<file path="src/rtl/xfer_ctl_pkg.sv">
package xfer_ctl_pkg;

   typedef enum logic [2:0] {
      OP_JUMP = 3'd0,
      OP_CALL = 3'd1,
      OP_RET  = 3'd2,
      OP_INT  = 3'd3,
      OP_FLY  = 3'd4
   } xfer_op_e;

   function automatic logic op_is(input logic [2:0] raw, input xfer_op_e kind);
      return raw == kind;
   endfunction

endpackage

</file>
<file path="src/rtl/xfer_cond_eval.sv">
module xfer_cond_eval #(
   parameter int PHASE_W  = 3,
   parameter int DATA_W   = 8,
   parameter bit HAS_MASK = 1'b1
) (
   input  logic                  use_carry,
   input  logic                  cmp_phase,
   input  logic                  cmp_data,
   input  logic                  polarity,
   input  logic [PHASE_W-1:0]    exp_phase,
   input  logic [2*DATA_W-1:0]   cmp_word,
   input  logic [PHASE_W-1:0]    bus_phase,
   input  logic [DATA_W-1:0]     bus_data,
   input  logic                  alu_carry,
   output logic                  cond_true
);

   localparam int MASK_LSB = DATA_W;

   logic [DATA_W-1:0] ref_byte;
   logic [DATA_W-1:0] ign_mask;
   logic [DATA_W-1:0] diff;
   logic              phase_ok;
   logic              data_ok;
   logic              raw_result;

   assign ref_byte = cmp_word[DATA_W-1:0];

   generate
      if (HAS_MASK) begin : g_mask
         assign ign_mask = cmp_word[MASK_LSB +: DATA_W];
      end else begin : g_nomask
         assign ign_mask = '0;
      end
   endgenerate

   assign diff = (bus_data ^ ref_byte) & ~ign_mask;

   always_comb begin
      phase_ok = !cmp_phase || (bus_phase == exp_phase);
      data_ok  = !cmp_data  || (diff == '0);
      if (use_carry) begin
         raw_result = alu_carry;
      end else begin
         raw_result = phase_ok && data_ok;
      end
      cond_true = (raw_result == polarity);
   end

endmodule

</file>
<file path="src/rtl/xfer_ip_ctl.sv">
module xfer_ip_ctl
   import xfer_ctl_pkg::*;
#(
   parameter int              ADDR_W   = 32,
   parameter logic [ADDR_W-1:0] RESET_IP = '0
) (
   input  logic              clk,
   input  logic              rst_n,
   input  logic              fire,
   input  logic              taken,
   input  logic [2:0]        op,
   input  logic [ADDR_W-1:0] target,
   input  logic              host_ip_wr,
   input  logic [ADDR_W-1:0] host_ip_wdata,
   output logic [ADDR_W-1:0] ip,
   output logic [ADDR_W-1:0] ret_addr
);

   logic              act;
   logic              is_jump;
   logic              is_call;
   logic              is_ret;
   logic [ADDR_W-1:0] ip_next;

   assign act     = fire && taken;
   assign is_jump = op_is(op, OP_JUMP);
   assign is_call = op_is(op, OP_CALL);
   assign is_ret  = op_is(op, OP_RET);

   always_comb begin
      ip_next = ip;
      if (host_ip_wr) begin
         ip_next = host_ip_wdata;
      end else if (act && (is_jump || is_call)) begin
         ip_next = target;
      end else if (act && is_ret) begin
         ip_next = ret_addr;
      end
   end

   always_ff @(posedge clk or negedge rst_n) begin
      if (!rst_n) begin
         ip <= RESET_IP;
      end else begin
         ip <= ip_next;
      end
   end

   always_ff @(posedge clk or negedge rst_n) begin
      if (!rst_n) begin
         ret_addr <= '0;
      end else if (act && is_call) begin
         ret_addr <= ip;
      end
   end

   assert_call_saves_R7: assert property (@(posedge clk) disable iff (!rst_n)
      (fire && taken && op == OP_CALL) |=> (ret_addr == $past(ip)));

   assert_ret_reload_R8: assert property (@(posedge clk) disable iff (!rst_n)
      (fire && taken && op == OP_RET && !host_ip_wr) |=> (ip == $past(ret_addr)));

   assert_false_hold_R5: assert property (@(posedge clk) disable iff (!rst_n)
      (fire && !taken && !host_ip_wr) |=> ($stable(ip) && $stable(ret_addr)));

   assert_host_write_R10: assert property (@(posedge clk) disable iff (!rst_n)
      host_ip_wr |=> (ip == $past(host_ip_wdata)));

endmodule

</file>
<file path="src/rtl/xfer_int_ctl.sv">
module xfer_int_ctl
   import xfer_ctl_pkg::*;
#(
   parameter int ADDR_W  = 32,
   parameter int ISTAT_W = 8,
   parameter int FLY_BIT = 2
) (
   input  logic               clk,
   input  logic               rst_n,
   input  logic               fire,
   input  logic               taken,
   input  logic [2:0]         op,
   input  logic [ADDR_W-1:0]  target,
   input  logic               host_ip_wr,
   input  logic               host_istat_wr,
   input  logic [ISTAT_W-1:0] host_istat_wdata,
   output logic               halted,
   output logic [ADDR_W-1:0]  status_vec,
   output logic [ISTAT_W-1:0] istat
);

   logic act_int;
   logic act_fly;
   logic fly_clr;
   logic fly_q;

   assign act_int = fire && taken && op_is(op, OP_INT);
   assign act_fly = fire && taken && op_is(op, OP_FLY);
   assign fly_clr = host_istat_wr && host_istat_wdata[FLY_BIT];

   always_ff @(posedge clk or negedge rst_n) begin
      if (!rst_n) begin
         halted <= 1'b0;
      end else if (host_ip_wr) begin
         halted <= 1'b0;
      end else if (act_int) begin
         halted <= 1'b1;
      end
   end

   always_ff @(posedge clk or negedge rst_n) begin
      if (!rst_n) begin
         status_vec <= '0;
      end else if (act_int) begin
         status_vec <= target;
      end
   end

   always_ff @(posedge clk or negedge rst_n) begin
      if (!rst_n) begin
         fly_q <= 1'b0;
      end else if (act_fly) begin
         fly_q <= 1'b1;
      end else if (fly_clr) begin
         fly_q <= 1'b0;
      end
   end

   generate
      for (genvar b = 0; b < ISTAT_W; b++) begin : g_istat
         if (b == FLY_BIT) begin : g_fly
            assign istat[b] = fly_q;
         end else begin : g_zero
            assign istat[b] = 1'b0;
         end
      end
   endgenerate

   assert_int_halts_R9: assert property (@(posedge clk) disable iff (!rst_n)
      (fire && taken && op == OP_INT && !host_ip_wr) |=>
         (halted && status_vec == $past(target)));

   assert_halt_holds_R9: assert property (@(posedge clk) disable iff (!rst_n)
      (halted && !host_ip_wr) |=> (halted && $stable(status_vec)));

   assert_fly_sticky_R11: assert property (@(posedge clk) disable iff (!rst_n)
      (istat[FLY_BIT] && !(host_istat_wr && host_istat_wdata[FLY_BIT])) |=> istat[FLY_BIT]);

   assert_fly_no_halt_R11: assert property (@(posedge clk) disable iff (!rst_n)
      (fire && taken && op == OP_FLY) |=> (istat[FLY_BIT] && !halted));

endmodule

</file>
<file path="src/rtl/xfer_ctl_unit.sv">
module xfer_ctl_unit
   import xfer_ctl_pkg::*;
#(
   parameter int                ADDR_W   = 32,
   parameter int                PHASE_W  = 3,
   parameter int                DATA_W   = 8,
   parameter int                ISTAT_W  = 8,
   parameter int                FLY_BIT  = 2,
   parameter bit                HAS_MASK = 1'b1,
   parameter logic [ADDR_W-1:0] RESET_IP = '0
) (
   input  logic                  clk,
   input  logic                  rst_n,
   input  logic                  instr_valid,
   output logic                  instr_ready,
   input  logic [2:0]            instr_op,
   input  logic                  instr_use_carry,
   input  logic                  instr_cmp_phase,
   input  logic                  instr_cmp_data,
   input  logic                  instr_polarity,
   input  logic [PHASE_W-1:0]    instr_phase,
   input  logic [2*DATA_W-1:0]   instr_cmp_word,
   input  logic [ADDR_W-1:0]     instr_target,
   input  logic [PHASE_W-1:0]    bus_phase,
   input  logic [DATA_W-1:0]     bus_data,
   input  logic                  alu_carry,
   input  logic                  host_ip_wr,
   input  logic [ADDR_W-1:0]     host_ip_wdata,
   input  logic                  host_istat_wr,
   input  logic [ISTAT_W-1:0]    host_istat_wdata,
   output logic [ADDR_W-1:0]     ip,
   output logic [ADDR_W-1:0]     ret_addr,
   output logic                  int_n,
   output logic [ADDR_W-1:0]     status_vec,
   output logic [ISTAT_W-1:0]    istat
);

   generate
      if (ADDR_W < 2) begin : g_bad_addr
         $error("xfer_ctl_unit: ADDR_W must be at least 2");
      end
      if (PHASE_W < 1) begin : g_bad_phase
         $error("xfer_ctl_unit: PHASE_W must be at least 1");
      end
      if (DATA_W < 1) begin : g_bad_data
         $error("xfer_ctl_unit: DATA_W must be at least 1");
      end
      if (FLY_BIT >= ISTAT_W) begin : g_bad_fly
         $error("xfer_ctl_unit: FLY_BIT must lie inside ISTAT_W");
      end
   endgenerate

   logic fire;
   logic taken;
   logic halted;

   assign instr_ready = !halted;
   assign fire        = instr_valid && instr_ready;
   assign int_n       = !halted;

   xfer_cond_eval #(
      .PHASE_W  (PHASE_W),
      .DATA_W   (DATA_W),
      .HAS_MASK (HAS_MASK)
   ) u_cond (
      .use_carry (instr_use_carry),
      .cmp_phase (instr_cmp_phase),
      .cmp_data  (instr_cmp_data),
      .polarity  (instr_polarity),
      .exp_phase (instr_phase),
      .cmp_word  (instr_cmp_word),
      .bus_phase (bus_phase),
      .bus_data  (bus_data),
      .alu_carry (alu_carry),
      .cond_true (taken)
   );

   xfer_ip_ctl #(
      .ADDR_W   (ADDR_W),
      .RESET_IP (RESET_IP)
   ) u_ip (
      .clk           (clk),
      .rst_n         (rst_n),
      .fire          (fire),
      .taken         (taken),
      .op            (instr_op),
      .target        (instr_target),
      .host_ip_wr    (host_ip_wr),
      .host_ip_wdata (host_ip_wdata),
      .ip            (ip),
      .ret_addr      (ret_addr)
   );

   xfer_int_ctl #(
      .ADDR_W  (ADDR_W),
      .ISTAT_W (ISTAT_W),
      .FLY_BIT (FLY_BIT)
   ) u_int (
      .clk              (clk),
      .rst_n            (rst_n),
      .fire             (fire),
      .taken            (taken),
      .op               (instr_op),
      .target           (instr_target),
      .host_ip_wr       (host_ip_wr),
      .host_istat_wr    (host_istat_wr),
      .host_istat_wdata (host_istat_wdata),
      .halted           (halted),
      .status_vec       (status_vec),
      .istat            (istat)
   );

   assert_halted_ignores_R9: assert property (@(posedge clk) disable iff (!rst_n)
      (!int_n && !host_ip_wr) |=> ($stable(ip) && $stable(ret_addr) && $stable(istat)));

   assert_reserved_op_R12: assert property (@(posedge clk) disable iff (!rst_n)
      (instr_valid && instr_ready && instr_op > 3'd4 && !host_ip_wr && !host_istat_wr) |=>
         ($stable(ip) && $stable(ret_addr) && int_n && $stable(istat)));

endmodule

</file>
<file path="config.mk">
export PLATFORM = sky130hd
export DESIGN_NAME = xfer_ctl_unit
export DESIGN_NICKNAME = d
export VERILOG_FILES = /design/src/rtl/xfer_ctl_pkg.sv /design/src/rtl/xfer_cond_eval.sv /design/src/rtl/xfer_ip_ctl.sv /design/src/rtl/xfer_int_ctl.sv /design/src/rtl/xfer_ctl_unit.sv
export SDC_FILE = /design/constraint.sdc
export NUM_CORES = 1
export LEC_CHECK = 0
export ABC_AREA = 1
export BUFFER_PORTS_ARGS = -buffer_cell sky130_fd_sc_hd__buf_2
export CAP_MARGIN = 5
export CORE_ASPECT_RATIO = 1.75
export CORE_MARGIN = 3
export CORE_UTILIZATION = 35
export DETAILED_ROUTE_END_ITERATION = 16
export GPL_TIMING_DRIVEN = 0
export SYNTH_ARGS = -nofsm -noshare
export SYNTH_HDL_FRONTEND = slang
export SYNTH_SLANG_ARGS = --single-unit
</file>
<file path="constraint.sdc">
create_clock -name clk -period 2.2 [get_ports clk]
set_input_delay 0 -clock clk [delete_from_list [all_inputs] [get_ports clk]]
set_output_delay 0 -clock clk [all_outputs]
set_load 0.1 [all_outputs]
</file>
# Word level (Yosys, flattened, before mapping)
# Cells that the tools add are included.
# word_totals
regBits	98
inputBits	115
output_inout_bits	106
# op_classes
n_eq_ne	6
mux	8
n_bitwise	3
n_reduce_logical	20
# op_table
op	count
$mux W32	3
$logic_and A1 B1 Y1	9
$and A8 B8 Y8	1
$logic_not A8 Y1	1
$not A8 Y8	1
$xor A8 B8 Y8	1
$eq A3 B2 Y1 const B	2
$mux W1	5
$reduce_bool A2 Y1	2
$eq A3 B1 Y1 const B	1
$eq A3 B3 Y1	1
$eq A3 B3 Y1 const B	1
$logic_not A1 Y1	3
$logic_not A3 Y1	1
$logic_or A1 B1 Y1	3
$reduce_bool A3 Y1	1
$eq A1 B1 Y1	1

# Longest topological paths before layout
# logic_depth
ltp_word	12
mapped_depth	17

# By module
# Synthesis repeated with hierarchy kept, for this count alone.
# unflattened
cells_unflattened	650
area_unflattened_um2	5108.6
# by_module_without_submodules
mod	instances	cells_each	area_each_um2	seq_area_each_um2
xfer_ip_ctl	1	425	3365.7	1601.5
xfer_int_ctl	1	160	1452.6	850.8
xfer_cond_eval	1	61	269.0	0.0
xfer_ctl_unit	1	4	21.3	0.0

# Worst setup path before layout
# OpenSTA, ideal clock, no wires.
# synth_timing
path_type	in2reg
startpoint	in instr_cmp_word[5]
endpoint	reg u_ip.ip[20]
arrival_ns	1.309
t_required_ns	2.080
path_slack_ns	0.771
cell_stages	15
n_path_buf	2
path_cell_list	or2_1 -> nand2_1 -> nand2_1 -> nor2_1 -> nand2_1 -> nand2_1 -> nand2_1 -> a21oi_1 -> nor2_4 -> buf_6 -> buf_6 -> nand3_1 -> nand3_1 -> nand2_1 -> nand2_1
# synth_between
elab_chain_len	11
elab_cells_between_ends	13
classes_between	1 x eq/ne; 3 x mux; 2 x bitwise; 7 x reduce/logical
# synth_rtl
item	line_no	text
from (decl)	xfer_ctl_unit.sv:22	input logic [2*DATA_W-1:0] instr_cmp_word,
$xor A8 B8 Y8 (*)	xfer_cond_eval.sv:37	assign diff = (bus_data ^ ref_byte) & ~ign_mask;
$and A8 B8 Y8 (*)	xfer_cond_eval.sv:37	
$logic_not A8 Y1 (*)	xfer_cond_eval.sv:41	data_ok = !cmp_data || (diff == '0);
$logic_or A1 B1 Y1 (*)	xfer_cond_eval.sv:41	
$logic_and A1 B1 Y1 (*)	xfer_cond_eval.sv:45	raw_result = phase_ok && data_ok;
$mux W1 (*)	xfer_cond_eval.sv:42	if (use_carry) begin
$eq A1 B1 Y1 (*)	xfer_cond_eval.sv:47	cond_true = (raw_result == polarity);
$logic_and A1 B1 Y1 (*)	xfer_ip_ctl.sv:25	assign act = fire && taken;
$logic_and A1 B1 Y1	xfer_ip_ctl.sv:34	end else if (act && (is_jump || is_call)) begin
$mux W32	xfer_ip_ctl.sv:34	
$mux W32	xfer_ip_ctl.sv:32	if (host_ip_wr) begin
to (signal assigned)	xfer_ip_ctl.sv:45	ip <= ip_next;
to (decl)	xfer_ip_ctl.sv:15	output logic [ADDR_W-1:0] ip,
# Mark *: on every way between the ends. The rest lies on a longest branch, timed or not.
# A chain may end at the register's enable or synchronous reset.

# Worst setup path after layout
# layout_timing
startpoint	reg u_int.halted
endpoint	reg u_int.fly_q
# layout_between
elab_chain_len	5
elab_cells_between_ends	6
classes_between	1 x mux; 5 x reduce/logical
# layout_rtl
item	line_no	text
from (decl)	xfer_int_ctl.sv:17	output logic halted,
from (signal assigned)	xfer_int_ctl.sv:33	halted <= 1'b0;
from (signal assigned)	xfer_int_ctl.sv:35	halted <= 1'b0;
from (signal assigned)	xfer_int_ctl.sv:37	halted <= 1'b1;
$logic_not A1 Y1 (*)	xfer_ctl_unit.sv:57	assign instr_ready = !halted;
$logic_and A1 B1 Y1 (*)	xfer_ctl_unit.sv:58	assign fire = instr_valid && instr_ready;
$logic_and A1 B1 Y1 (*) (2 in a row)	xfer_int_ctl.sv:28	assign act_fly = fire && taken && op_is(op, OP_FLY);
$mux W1 or $reduce_bool A2 Y1 (tied branches)	-	
to (signal assigned)	xfer_int_ctl.sv:51	fly_q <= 1'b0;
to (signal assigned)	xfer_int_ctl.sv:53	fly_q <= 1'b1;
to (signal assigned)	xfer_int_ctl.sv:55	fly_q <= 1'b0;
to (decl)	xfer_int_ctl.sv:25	logic fly_q;
# Marks and branches as above.

==> metrics.txt <==
postcts setup bufs 0; f_max 511 MHz; P_leak 0.00392 uW; Crit Path Class reg -> reg; Max-Cap Viols 0; I/O pins 221; CORE AREA 0.0139 sq mm; Period minus WS final 1.96 ns; clk sinks 98; met2 GRT Util 40.5%; asr flop ratio synth 100%; drt wl/cell 15.9 um; port buffer count 206; post-synth cell types 22; critical path launch point type flop; final hold viol count 0; DRC errors left 0; setup tns final 0 ns; worst-path maximum fanout 10; Remaining Overflow, GRT 0; Clk Latency, worst-skew pair 0.35 ns; Layout area overhead 40.1%; Top Usage Layer GRT met2; final wirelength 18.0 mm; Final Cycle Share 88.9%; global-route track usage on met1 26.7%; 1st-iter DRT viols 247; Synth Flop Type dfrtp_1; origin of the critical flop-to-flop path u_int.halted; Avg Inst Size Synth 7.31 sq um; H-tree level count 3; Final GP Congestion 0.842; FP Rows 57; Gate Count Post-Synth 684; Pins Over Slew Limit 0; Seq/Total Area, Yosys 49.0%; die area 0.0158 sq mm; HP Start host_ip_wdata[17]; RSZ-0062 raised after global routing false; Pre-Repair DR Iteration Count 4; final antenna-violating net count 0; gr usage total 22.8%; CP endpoint u_int.fly_q; TritonCTS Buffers 9; Slew HR 51.8%; Worst Skew 0.0114 ns; DP HPWL 13.5 mm; Worst EP arrival 2.24 ns; largest net degree at the start of global routing 51; layout cell share with drive strength beyond 1 26.8%; Reg clk slew, reported paths 0.07 ns; first-pass GRT wire length 27.2 mm; CTS Root Cell clkbuf_16; Pwr Density 1190 mW/mm^2; Min-Delay Path Class in -> reg; CTS tree yes; initial antenna violation count 2; initial core utilization 36.0%; met3 usage 3.21%; synth warn 0; clk buf depth 2; vias 5443; vias in the first global route 5203; Reg2Reg Setup Slack 0.24 ns; Crit. End Element flop; Syn Std Cell Area 0.00500 sq mm; # setup viols final 0; run status complete, no violations; flop and latch count out of synthesis 98; CP required 2.48 ns; DR vias/cell 4.80; die span in y 164 um; Slew @ Worst Pin 0.717 ns; worst hold margin 0.00528 ns; Worst Setup SP u_int.halted; post_cts resized 0; # hold bufs at CTS 42; peak supply drop 0.617 mV; reg2reg end u_int.fly_q; Nets 1065; reg2reg path depth 8; Chip Width 96.4 um; number of synthesized flops with an enable pin 0
cells in the mapped netlist (all sizes together), types with 2 or more instances:
master	instances	area share [%]
inv	23	1.7
dfrtp	98	49
nand4	2	0.25
o21ai	32	3.2
clkbuf	20	1.5
or2	2	0.25
a21oi	38	3.8
xnor2	3	0.53
nand3	103	10
nand2	287	22
buf	34	4.3
nor2	38	3.0
logic make-up after synthesis:
family | count (synthesis) | synth area share (%)
and+or+nand+nor | 434 | 35.8
buffers and inverters | 78 | 7.58
AOI/OAI and AO/OA | 70 | 7.01
xor gates and xnor gates | 3 | 0.526
other | 1 | 0.0750
DFF | 98 | 49.0
per-stage QoR:
step	cells	utilization (%)	setup slack (ns)	power [uW]	cell area (sq um)
6_report	1134	50.4	0.244	8330	7000
3_5_place_dp	1074	45.3	0.335	6840	6300
5_1_grt	1134	50.4	0.110	8680	7000
2_1_floorplan	690	-	0.771	5980	5020
3_3_place_gp	1073	45.1	0.0107	6810	6270
4_1_cts	1132	50.3	0.213	8380	7000
power breakdown:
part	total [uW]	switching, uW	internal [uW]
Clock	1490	713	775
Combinational	4390	3710	678
Sequential	2460	271	2190
Total	8330	4690	3640
per-layer routing:
layer	vias to the layer above	routed length [um]
met5	-	0
met4	0	643
met3	38	1050
met2	190	9390
met1	2514	6950
li1	2701	-
cell type report:
cell class	count	area [sq um]
sequential	98	2450
multi-input combinational	514	2190
buffer	54	289
inverter	24	90.1
tap	177	221
clock buffer	11	233
fill	1487	6900
clock inverter	5	40.0
timing repair buffer	249	1480
antenna	2	5.00
flip-flops by register name, summed over array words and instances, names as in the netlist:
| name | cells |
|---|---|
| u_int.status_vec | 32 |
| u_ip.ret_addr | 32 |
| u_ip.ip | 32 |
| u_int.halted | 1 |
| u_int.fly_q | 1 |
critical path, stage by stage (launching register included):
cell           delay [ns]
dfrtp_1              0.38
nor2_1               0.16
nand2_1              0.11
nor2_4               0.15
buf_6                0.18
buf_4                0.19
nand4_1              0.12
nand2_1              0.08
dlygate4sd3_1        0.53
cell usage in the layout, fill, tap and decap left out, types with 3 or more instances in the layout:
cell / count
clkbuf_16: 9
dfrtp_1: 98
buf_6: 3
nand2_1: 286
nand3_1: 103
buf_2: 223
buf_4: 12
xnor2_1: 3
dlygate4sd3_1: 42
clkbuf_1: 22
conb_1: 7
nor2_1: 37
inv_1: 22
clkinvlp_4: 3
a21oi_1: 38
o21ai_0: 32
worst min-delay path by stage:
stage | end | slack (ns) | cells past startpoint
floorplan | u_int.fly_q | -0.30 | 0
detailed placement | u_int.status_vec[9] | 0.08 | 1
global placement | u_int.halted | 0.21 | 2
finish | u_ip.ip[17] | 0.005 | 5
CTS | u_ip.ip[17] | 0.0003 | 5
global route | u_ip.ip[17] | 0.02 | 5
No activity file was read; power rests on OpenSTA's default activity.
